**config.mk**
```make
export PLATFORM = sky130hd
export DESIGN_NAME = bitfield_unit
export DESIGN_NICKNAME = d
export VERILOG_FILES = /design/src/rtl/bfu_pkg.sv /design/src/rtl/bfu_geom.sv /design/src/rtl/bfu_alu.sv /design/src/rtl/bfu_seq.sv /design/src/rtl/bitfield_unit.sv
export SDC_FILE = /design/constraint.sdc
export NUM_CORES = 1
export LEC_CHECK = 0
export ABC_AREA = 1
export BUFFER_PORTS_ARGS = -buffer_cell sky130_fd_sc_hd__buf_2
export CORE_MARGIN = 2
export CORE_UTILIZATION = 35
export DETAILED_ROUTE_END_ITERATION = 6
export GPL_TIMING_DRIVEN = 0
export PLACE_DENSITY_LB_ADDON = 0.3
export SETUP_SLACK_MARGIN = 0.1
export SYNTH_ARGS = -nofsm -noshare
export SYNTH_HDL_FRONTEND = slang
export SYNTH_SLANG_ARGS = --single-unit
```
**constraint.sdc**
```tcl
create_clock -name clk -period 14.05 [get_ports clk]
set_input_delay 0.7025 -clock clk [delete_from_list [all_inputs] [get_ports clk]]
set_output_delay 0.7025 -clock clk [all_outputs]
set_load 0.02 [all_outputs]
```
**src/rtl/bfu_pkg.sv**
```systemverilog
package bfu_pkg;
  localparam int DATA_W    = 32;
  localparam int LEN_W     = $clog2(DATA_W);
  localparam int CNT_W     = LEN_W + 1;
  localparam int MAX_BYTES = DATA_W / 8 + 1;
  localparam int WIN_W     = MAX_BYTES * 8;
  localparam int IDX_W     = $clog2(MAX_BYTES);

  typedef enum logic [2:0] {
    OP_EXTU = 3'd0, OP_EXTS = 3'd1, OP_INS = 3'd2, OP_INV = 3'd3,
    OP_CLR  = 3'd4, OP_SET  = 3'd5, OP_FFO = 3'd6, OP_ALT = 3'd7
  } bf_op_e;

  // width code to width: 0 -> DATA_W
  function automatic logic [CNT_W-1:0] eff_len(input logic [LEN_W-1:0] code);
    logic [LEN_W-1:0] m1;
    m1 = code - 1'b1;
    return {1'b0, m1} + 1'b1;
  endfunction

  function automatic logic is_modify(input bf_op_e op);
    return (op == OP_INS) || (op == OP_INV) || (op == OP_CLR) || (op == OP_SET);
  endfunction

  // ones in the top 'len' bits of a word
  function automatic logic [DATA_W-1:0] top_mask(input logic [CNT_W-1:0] len);
    return ~({DATA_W{1'b1}} >> len);
  endfunction

  function automatic logic [CNT_W-1:0] lead_zeros(input logic [DATA_W-1:0] v);
    int n;
    logic seen;
    n = DATA_W;
    seen = 1'b0;
    for (int i = DATA_W - 1; i >= 0; i--) begin
      if (!seen && v[i]) begin
        n = DATA_W - 1 - i;
        seen = 1'b1;
      end
    end
    return CNT_W'(n);
  endfunction

  function automatic logic [7:0] window_byte(input logic [WIN_W-1:0] w,
                                             input logic [IDX_W-1:0] idx);
    logic [WIN_W-1:0] s;
    s = w >> (8 * (MAX_BYTES - 1 - int'(idx)));
    return s[7:0];
  endfunction
endpackage

```
**src/rtl/bfu_geom.sv**
```systemverilog
module bfu_geom
  import bfu_pkg::*;
#(
  parameter int ADDR_W = 32
) (
  input  logic [ADDR_W-1:0] base,
  input  logic [DATA_W-1:0] offset,
  input  logic [LEN_W-1:0]  len_code,
  output logic [ADDR_W-1:0] first_addr,
  output logic [2:0]        bit_pos,
  output logic [CNT_W-1:0]  len,
  output logic [IDX_W-1:0]  last_idx
);
  logic [DATA_W-1:0] byte_step;
  logic [CNT_W-1:0]  span;

  always_comb begin
    byte_step  = DATA_W'($signed(offset) >>> 3);
    first_addr = base + ADDR_W'(byte_step);
    bit_pos    = offset[2:0];
    len        = eff_len(len_code);
    span       = CNT_W'(bit_pos) + len - 1'b1;
    last_idx   = IDX_W'(span >> 3);
  end
endmodule

```
**src/rtl/bfu_alu.sv**
```systemverilog
module bfu_alu
  import bfu_pkg::*;
(
  input  bf_op_e            op,
  input  logic [WIN_W-1:0]  win,
  input  logic [2:0]        bit_pos,
  input  logic [CNT_W-1:0]  len,
  input  logic [DATA_W-1:0] offset,
  input  logic [DATA_W-1:0] src,
  output logic [WIN_W-1:0]  new_win,
  output logic [DATA_W-1:0] result,
  output logic              flag_n,
  output logic              flag_z
);
  localparam int PAD_W = WIN_W - DATA_W;

  logic [WIN_W-1:0]  shifted, fmask_w, ins_w;
  logic [DATA_W-1:0] tmask, left_fld, ins_left, ufld, sfld, flag_word;
  logic [CNT_W-1:0]  rshift;

  always_comb begin
    tmask     = top_mask(len);
    rshift    = CNT_W'(DATA_W) - len;
    shifted   = win << bit_pos;
    left_fld  = shifted[WIN_W-1 -: DATA_W] & tmask;
    ufld      = left_fld >> rshift;
    sfld      = DATA_W'($signed(left_fld) >>> rshift);
    ins_left  = src << rshift;
    fmask_w   = {tmask, {PAD_W{1'b0}}} >> bit_pos;
    ins_w     = {ins_left, {PAD_W{1'b0}}} >> bit_pos;

    unique case (op)
      OP_INS:  new_win = (win & ~fmask_w) | (ins_w & fmask_w);
      OP_INV:  new_win = win ^ fmask_w;
      OP_CLR:  new_win = win & ~fmask_w;
      OP_SET:  new_win = win | fmask_w;
      default: new_win = win;
    endcase

    unique case (op)
      OP_EXTS: result = sfld;
      OP_FFO:  result = offset + ((left_fld == '0) ? DATA_W'(len)
                                                   : DATA_W'(lead_zeros(left_fld)));
      default: result = ufld;
    endcase

    flag_word = (op == OP_INS) ? ins_left : left_fld;
    flag_n    = flag_word[DATA_W-1];
    flag_z    = (flag_word == '0);
  end
endmodule

```
**src/rtl/bfu_seq.sv**
```systemverilog
module bfu_seq
  import bfu_pkg::*;
(
  input  logic             clk,
  input  logic             rst_n,
  input  logic             start,
  input  logic             modify,
  input  logic [IDX_W-1:0] last_idx,
  input  logic             mem_ack,
  input  logic [7:0]       mem_rdata,
  output logic             accept,
  output logic             busy,
  output logic             done,
  output logic             mem_req,
  output logic             mem_we,
  output logic [IDX_W-1:0] byte_idx,
  output logic [WIN_W-1:0] win
);
  typedef enum logic [1:0] {S_IDLE, S_READ, S_WRITE, S_DONE} state_e;
  state_e state;

  logic last_byte;

  assign accept    = start && (state == S_IDLE);
  assign busy      = (state != S_IDLE);
  assign done      = (state == S_DONE);
  assign mem_req   = (state == S_READ) || (state == S_WRITE);
  assign mem_we    = (state == S_WRITE);
  assign last_byte = (byte_idx == last_idx);

  always_ff @(posedge clk or negedge rst_n) begin
    if (!rst_n) begin
      state    <= S_IDLE;
      byte_idx <= '0;
      win      <= '0;
    end else begin
      unique case (state)
        S_IDLE: if (start) begin
          state    <= S_READ;
          byte_idx <= '0;
          win      <= '0;
        end
        S_READ: if (mem_ack) begin
          win <= win | ({mem_rdata, {(WIN_W-8){1'b0}}} >> (8 * int'(byte_idx)));
          if (last_byte) begin
            byte_idx <= '0;
            state    <= modify ? S_WRITE : S_DONE;
          end else begin
            byte_idx <= byte_idx + 1'b1;
          end
        end
        S_WRITE: if (mem_ack) begin
          if (last_byte) state <= S_DONE;
          else           byte_idx <= byte_idx + 1'b1;
        end
        default: state <= S_IDLE;
      endcase
    end
  end
endmodule

```
**src/rtl/bitfield_unit.sv**
```systemverilog
module bitfield_unit
  import bfu_pkg::*;
#(
  parameter int ADDR_W = 32
) (
  input  logic              clk,
  input  logic              rst_n,
  input  logic              start,
  input  logic [2:0]        op,
  input  logic [ADDR_W-1:0] base_addr,
  input  logic [DATA_W-1:0] bit_offset,
  input  logic [LEN_W-1:0]  len_code,
  input  logic [DATA_W-1:0] src_data,
  output logic              done,
  output logic [DATA_W-1:0] result,
  output logic              flag_n,
  output logic              flag_z,
  output logic              mem_req,
  output logic              mem_we,
  output logic [ADDR_W-1:0] mem_addr,
  output logic [7:0]        mem_wdata,
  input  logic [7:0]        mem_rdata,
  input  logic              mem_ack
);
  bf_op_e            op_q;
  logic [ADDR_W-1:0] base_q;
  logic [DATA_W-1:0] off_q, src_q;
  logic [LEN_W-1:0]  code_q;

  logic [ADDR_W-1:0] first_addr;
  logic [2:0]        bit_pos;
  logic [CNT_W-1:0]  len;
  logic [IDX_W-1:0]  last_idx, byte_idx;
  logic [WIN_W-1:0]  win, new_win;
  logic              accept, busy, modify;

  assign modify = is_modify(op_q);

  always_ff @(posedge clk or negedge rst_n) begin
    if (!rst_n) begin
      op_q   <= OP_EXTU;
      base_q <= '0;
      off_q  <= '0;
      src_q  <= '0;
      code_q <= '0;
    end else if (accept) begin
      op_q   <= bf_op_e'(op);
      base_q <= base_addr;
      off_q  <= bit_offset;
      src_q  <= src_data;
      code_q <= len_code;
    end
  end

  bfu_geom #(.ADDR_W(ADDR_W)) i_geom (
    .base(base_q), .offset(off_q), .len_code(code_q),
    .first_addr(first_addr), .bit_pos(bit_pos), .len(len), .last_idx(last_idx)
  );

  bfu_seq i_seq (
    .clk(clk), .rst_n(rst_n), .start(start), .modify(modify),
    .last_idx(last_idx), .mem_ack(mem_ack), .mem_rdata(mem_rdata),
    .accept(accept), .busy(busy), .done(done), .mem_req(mem_req),
    .mem_we(mem_we), .byte_idx(byte_idx), .win(win)
  );

  bfu_alu i_alu (
    .op(op_q), .win(win), .bit_pos(bit_pos), .len(len), .offset(off_q),
    .src(src_q), .new_win(new_win), .result(result),
    .flag_n(flag_n), .flag_z(flag_z)
  );

  assign mem_addr  = first_addr + ADDR_W'(byte_idx);
  assign mem_wdata = window_byte(new_win, byte_idx);
endmodule

```
==> results.txt, run 1 <==
TritonCTS clock tree: built
area added between synthesis and finish: 12.35%
slowest stage cell on the critical path: sky130_fd_sc_hd__clkbuf_1
leading register cell type out of synthesis: sky130_fd_sc_hd__dfrtp_1
maximum number of pins on one net before global-route repair: 103
overall die width: 246.0 um
clk buf depth: 2
placeable core region: 57810 um^2
Post-route DRC: 0
met1 global-route usage: 0.4430
minimum clock period after layout: 12290 ps
outcome: finished, final reports clean
RSZ-0062 raised after global routing: false
register cell area after layout: 3729 um^2
Worst Path Arrival: 11590 ps
fraction of registers with async set or reset after synthesis: 1.000
post-synthesis sequential element count: 149
Crit Path Max Fanout: 10
post-route core utilization: 0.3985
Distinct cells, synth: 64
placement row count: 88
largest stage delay on the critical path: 670 ps
max-cap check violation count: 0
count of flip-flops with a built-in enable after synthesis: 0
number of pins exceeding their max-slew limit in the final report: 0
leading cell types in the layout, fill and taps excluded: sky130_fd_sc_hd__nand2_1 (924), sky130_fd_sc_hd__o21ai_0 (318), sky130_fd_sc_hd__inv_1 (306), sky130_fd_sc_hd__nand3_1 (298), sky130_fd_sc_hd__buf_2 (231)
detailed-placement wirelength estimate: 79.78 mm
register area share after synthesis: 0.1819
starting density of the core: 0.3547
critical path buffer and inverter count: 18
area of the multi-input gates: 14680 um^2
worst hold margin: 108.5 ps
critical register-to-register path startpoint: code_q[0]$_DFFE_PN0P_
Die Area: 60530 um^2
# resized after CTS: 0
endpoint of the most critical register-to-register path: i_seq.byte_idx[2]$_DFFE_PN0P_
total number of vias: 24.70k
global-route met2 utilization: 0.4689
Slew @ Worst Pin: 1176 ps
# port buffers: 192
first-pass GRT wire length: 143.7 mm
most common library cell in the layout ignoring fill and taps: sky130_fd_sc_hd__nand2_1
Ports: 193
cell type group with the largest total delay on the critical path: buffers and inverters
r2r setup slk: 5920 ps
layout filler cell count: 6472
synthesized instance count: 3315
final-report hold violation count: 0
number of buffers inserted during clock tree synthesis: 17
layout cell share with drive strength beyond 1: 0.1240
gp weighted congestion: 1.060
met3 GRT Util: 0.06209
die height: 246.0 um
Req. time, crit path: 13350 ps
number of buffers added for setup after CTS: 0
worst setup path category: flop to output port
number of antenna violations at the first check in global routing: 4
gr busiest metal: met2
first-pass detailed-route iteration total: 6
Clock H-tree levels: 4
number of global-route vias before repair: 22.70k
critical path capture point type: output port
Yosys warning total: 0
classification of the worst-slack hold path: input pin to asynchronous set/reset pin
maximum clock rate: 81.38 MHz
number of DRC violations after detailed-routing iteration 0: 3011
Period Utilization, post-route: 0.8746
post-synthesis area per instance: 6.185 um^2
global routing usage summed across all routing layers: 0.3152
antenna violation net count after detailed routing: 0
worst path setup slack after routing: 1762 ps
clock-pin slew of the registers on the worst-case setup and hold paths: 70 ps
endpoints failing setup: 0
clock insertion delay at the later pin of the skew report: 490 ps
worst setup skew after layout: 19.13 ps
number of cells on the worst reg-to-reg path: 27
Worst setup startpoint: code_q[0]$_DFFE_PN0P_
Overflow after GRT: 0
number of vias per cell: 5.736
clock net sink count: 149
net count after synthesis: 3597
worst setup timing slack at the placement stage: 2721 ps
final layout net count: 3809
Mapped Area: 20500 um^2
Sum Neg Setup Slack: 0 ps
Routed wire per std cell: 22.46 um
hold buffer count at CTS: 0
headroom to the max-slew limit: 0.2075
clock root buffer: sky130_fd_sc_hd__clkbuf_16
detailed-route wire length: 96.74 mm
cell repeated most along the worst path: sky130_fd_sc_hd__nand2_1
startpoint types: flop
==> cells by family (layout without fill, tap and decap cells) <==
| group | count (synthesis) | after routing | synth area share |
|---|---|---|---|
| and+or+nand+nor | 1606 | 1606 | 0.3426 |
| buffers and inverters | 515 | 739 | 0.1026 |
| muxes | 82 | 82 | 0.04382 |
| adders and majority gates | 166 | 166 | 0.1031 |
| other | 0 | 3 | 0 |
| AOI/OAI and AO/OA | 756 | 756 | 0.2084 |
| xor gates and xnor gates | 41 | 41 | 0.01751 |
| DFF | 149 | 149 | 0.1819 |
==> state kept, by name, summed over array words and instances (netlist names) <==
signal,count
i_seq.state,2
src_q,32
base_q,32
i_seq.win,40
off_q,32
op_q,3
i_seq.byte_idx,3
code_q,5
==> per-stage QoR <==
stage / instance area (um^2) / instances
3_3_place_gp: 22420 / 4272
3_5_place_dp: 22460 / 4273
4_1_cts: 23030 / 4304
5_1_grt: 23030 / 4305
2_1_floorplan: 20500 / 3315
6_report: 23030 / 4307
==> worst max-delay path by stage <==
stage	end	slack (ps)	cells past startpoint
detailed placement	result[19]	2720	49
global placement	result[19]	2800	49
CTS	result[19]	2170	49
floorplan	result[26]	5870	48
global route	result[19]	1040	49
finish	result[19]	1760	49
==> layout make-up <==
type,instances,share of cell area
Antenna cell,3,0.0003259
Tap cell,765,0.04156
Clock inverter,13,0.005324
Clock buffer,18,0.01907
Inverter,328,0.05394
Timing Repair Buffer,193,0.04335
Sequential cell,149,0.1619
Buffer,187,0.03743
Multi-Input combinational cell,2651,0.6371
==> per-layer routing <==
metal  wire (um)  vias to the layer above
met3        9269                      195
met2       40820                     1339
met1       42500                    11560
li1            -                    11610
met4        4146                        0
met5           0                        -
==> worst register-to-register path: stages, from the launching register on <==
cell and delay [ps]:
sky130_fd_sc_hd__dfrtp_1 400, sky130_fd_sc_hd__buf_6 160, sky130_fd_sc_hd__inv_8 100, sky130_fd_sc_hd__clkbuf_1 580
sky130_fd_sc_hd__clkbuf_1 370, sky130_fd_sc_hd__clkbuf_1 520, sky130_fd_sc_hd__ha_1 430, sky130_fd_sc_hd__inv_1 130
sky130_fd_sc_hd__ha_1 310, sky130_fd_sc_hd__buf_2 190, sky130_fd_sc_hd__inv_1 230, sky130_fd_sc_hd__clkbuf_1 670
sky130_fd_sc_hd__clkbuf_1 630, sky130_fd_sc_hd__buf_1 540, sky130_fd_sc_hd__ha_1 350, sky130_fd_sc_hd__inv_1 160
sky130_fd_sc_hd__ha_1 260, sky130_fd_sc_hd__inv_1 60, sky130_fd_sc_hd__ha_1 210, sky130_fd_sc_hd__a21o_1 210
sky130_fd_sc_hd__nand2_1 80, sky130_fd_sc_hd__nand2_1 80, sky130_fd_sc_hd__a21oi_1 170, sky130_fd_sc_hd__xor2_1 450
sky130_fd_sc_hd__a21oi_1 120, sky130_fd_sc_hd__o211ai_1 160, sky130_fd_sc_hd__nand3_1 170, sky130_fd_sc_hd__o32ai_1 290
==> synth_stat cells, drive strengths merged, types with 8 or more instances <==
cell type    n  area (um^2)
a211oi      15        112.6
a21oi      222         1111
a221oi      10        87.58
a22oi       11        82.58
a31oi       10        62.56
buf         93        508.0
clkbuf      94        354.1
dfrtp      149         3729
ha         161         2014
inv        323         1222
mux2        62        698.2
mux2i       20        200.2
nand2      949         3692
nand3      308         1607
nand3b      13        97.59
nand4       51        319.1
nor2       227        979.7
nor3        32        165.2
nor4        11        68.82
o211ai      49        372.9
o21a         8        60.06
o21ai      365         1834
o221ai      18        157.7
o22ai       10        62.56
or2         12        75.07
xnor2       19        166.4
xor2        22        192.7
Power of run 1 is left out: the tool's default activity adds up to more than one toggle a clock period on the data nets, which glitch-free logic cannot reach.
==> run 2, diff against run 1 <==
BUFFER_PORTS_ARGS = default   (was -buffer_cell sky130_fd_sc_hd__buf_2)
CTS_CLUSTER_SIZE = 10   (was default)
DONT_BUFFER_PORTS = 1   (was default)
==> run 2 against run 1 <==
- clock-buffer cell count decreased by 1
- highest routed layer is now met5
- maximum frequency increased by 1.7%
- core utilization decreased by 1.7 points
- flip-flop and latch count unchanged
- register-to-register slack improved by 130 ps
- clock skew increased by 2.8 ps
- worst hold slack improved by 84 ps
==> results.txt, run 2 (synthesis results as in run 1) <==
critical path capture point type: output port
worst setup timing slack at the placement stage: 2848 ps (+127.0 ps)
Sum Neg Setup Slack: 0 ps (unchanged)
number of pins exceeding their max-slew limit in the final report: 0 (unchanged)
clock net sink count: 149 (unchanged)
antenna violation net count after detailed routing: 0 (unchanged)
number of global-route vias before repair: 21.96k (-3.2%)
max-cap check violation count: 0 (unchanged)
clk buf depth: 2 (unchanged)
worst setup path category: flop to output port
number of vias per cell: 5.804 (+1.2%)
startpoint types: flop
largest stage delay on the critical path: 630 ps (-40 ps)
clock insertion delay at the later pin of the skew report: 500 ps (about the same)
die height: 246.0 um (unchanged)
worst setup skew after layout: 21.97 ps (+2.839 ps)
endpoints failing setup: 0 (unchanged)
clock root buffer: sky130_fd_sc_hd__clkbuf_16
Slew @ Worst Pin: 1432 ps (+255.6 ps)
leading cell types in the layout, fill and taps excluded: sky130_fd_sc_hd__nand2_1 (924), sky130_fd_sc_hd__o21ai_0 (318), sky130_fd_sc_hd__inv_1 (306), sky130_fd_sc_hd__nand3_1 (298), sky130_fd_sc_hd__a21oi_1 (222)
global routing usage summed across all routing layers: 0.3088 (-0.006388)
maximum number of pins on one net before global-route repair: 150 (+46%)
most common library cell in the layout ignoring fill and taps: sky130_fd_sc_hd__nand2_1
max reg flops: 40 (unchanged)
final layout net count: 3618 (-5.0%)
number of buffers inserted during clock tree synthesis: 17 (unchanged)
Clock H-tree levels: 4 (unchanged)
Worst Path Arrival: 11380 ps (-210 ps)
non-filler cells in the finished layout: 4119 (-4.4%)
placement row count: 88 (unchanged)
worst path setup slack after routing: 1970 ps (+207.9 ps)
instance count after placement with tap cells included: 4081 (-4.5%)
detailed-placement wirelength estimate: 78.36 mm (-1.8%)
outcome: finished, final reports clean
first-pass detailed-route iteration total: 6 (unchanged)
Period Utilization, post-route: 0.8598 (-0.01479)
starting density of the core: 0.3547 (unchanged)
TritonCTS clock tree: built
first-pass GRT wire length: 140.5 mm (-2.2%)
Top reg by flops: i_seq.win
Ports: 193 (unchanged)
Crit Path Max Fanout: 10 (unchanged)
Routed wire per std cell: 22.99 um (+2.4%)
cell repeated most along the worst path: sky130_fd_sc_hd__nand2_1
number of antenna violations at the first check in global routing: 7 (+3)
area added between synthesis and finish: 7.592%
layout cell share with drive strength beyond 1: 0.07407 (-0.04997)
post-route core utilization: 0.3816 (-0.01686)
number of DRC violations after detailed-routing iteration 0: 2848 (-5.4%)
headroom to the max-slew limit: 0.03330 (-0.1742)
final-report hold violation count: 0 (unchanged)
maximum clock rate: 82.78 MHz (+1.7%)
slowest stage cell on the critical path: sky130_fd_sc_hd__clkbuf_1
Die Area: 60530 um^2 (unchanged)
detailed-route wire length: 94.70 mm (-2.1%)
placeable core region: 57810 um^2 (unchanged)
RSZ-0062 raised after global routing: false
Post-route DRC: 0 (unchanged)
gp weighted congestion: 1.034 (-2.4%)
minimum clock period after layout: 12080 ps (-207.9 ps)
total number of vias: 23.91k (-3.2%)
Overflow after GRT: 0 (unchanged)
classification of the worst-slack hold path: input pin to asynchronous set/reset pin
# port buffers: 0 (-100%)
number of cells on the worst reg-to-reg path: 27 (unchanged)
clock-pin slew of the registers on the worst-case setup and hold paths: 70 ps (about the same)
overall die width: 246.0 um (unchanged)
Req. time, crit path: 13350 ps (about the same)
==> run 2: cell types whose count changed in the layout (fill, tap and decap cells not counted), moves of 2 or more <==
| cell | previous run | this run |
|---|---|---|
| sky130_fd_sc_hd__buf_2 | 231 | 40 |
| sky130_fd_sc_hd__diode_2 | 3 | 6 |
| sky130_fd_sc_hd__clkinv_4 | 2 | 0 |
| sky130_fd_sc_hd__inv_8 | 2 | 5 |
==> run 2: cell type report <==
cell class                      instances  area [um^2]
Antenna cell                            6        15.01
Buffer                                187        862.1
Fill cell                            6461        35750
Sequential cell                       149         3729
Multi-Input combinational cell       2651        14680
Timing Repair Buffer                    2        35.03
Clock inverter                         14        117.6
Tap cell                              765        957.2
Clock buffer                           17        425.4
Inverter                              328         1242
==> run 2: critical path, delay by kind of cell (launching register included) <==
family	cells	cell delay, ps
simple gates	21	3220
buf+inv	17	4600
fa+ha+maj	4	1410
compound gates	6	1240
flops	1	400
==> run 2: path summary, 6_finish.rpt <==
path | start | end | slack, ps
hold reg to reg | base_q[4]$_DFFE_PN0P_ | base_q[4]$_DFFE_PN0P_ | 510
min in group clk | mem_rdata[2] | i_seq.win[2]$_DFFE_PN0P_ | 330
hold / removal | rst_n | base_q[18]$_DFFE_PN0P_ | 190
max in group asynchronous | rst_n | i_seq.win[14]$_DFFE_PN0P_ | 13180
setup / recovery | code_q[0]$_DFFE_PN0P_ | result[19] | 1970
setup reg to reg | code_q[0]$_DFFE_PN0P_ | i_seq.byte_idx[2]$_DFFE_PN0P_ | 6050
==> run 2: through the flow <==
stage / hold slack (ps) / area, um^2
after floorplan: 406.9 / 20500
after global placement: 409.3 / 21460
after detailed placement: 410.2 / 21470
after CTS: 197.6 / 22040
after global routing: 246.1 / 22050
final: 192.5 / 22060
==> run 2: timing repair <==
item | in CTS | in global routing
endpoints found under the hold margin | 149 | 0
hold buffers | 1 | 0
gates resized for setup | 0 | 0
setup buffers | 0 | 0
==> run 2: per-layer routing <==
layer  GRT usage  wire (um)  vias to the layer above  share of wire
met5           0         10                        -        0.00011
met3     0.06906       9439                      179           0.10
li1            -          -                    11220              -
met2      0.4594      40300                     1254           0.43
met4      0.1390       4273                        2          0.045
met1      0.4234      40670                    11250           0.43
Power of run 2 is left out for the same reason.
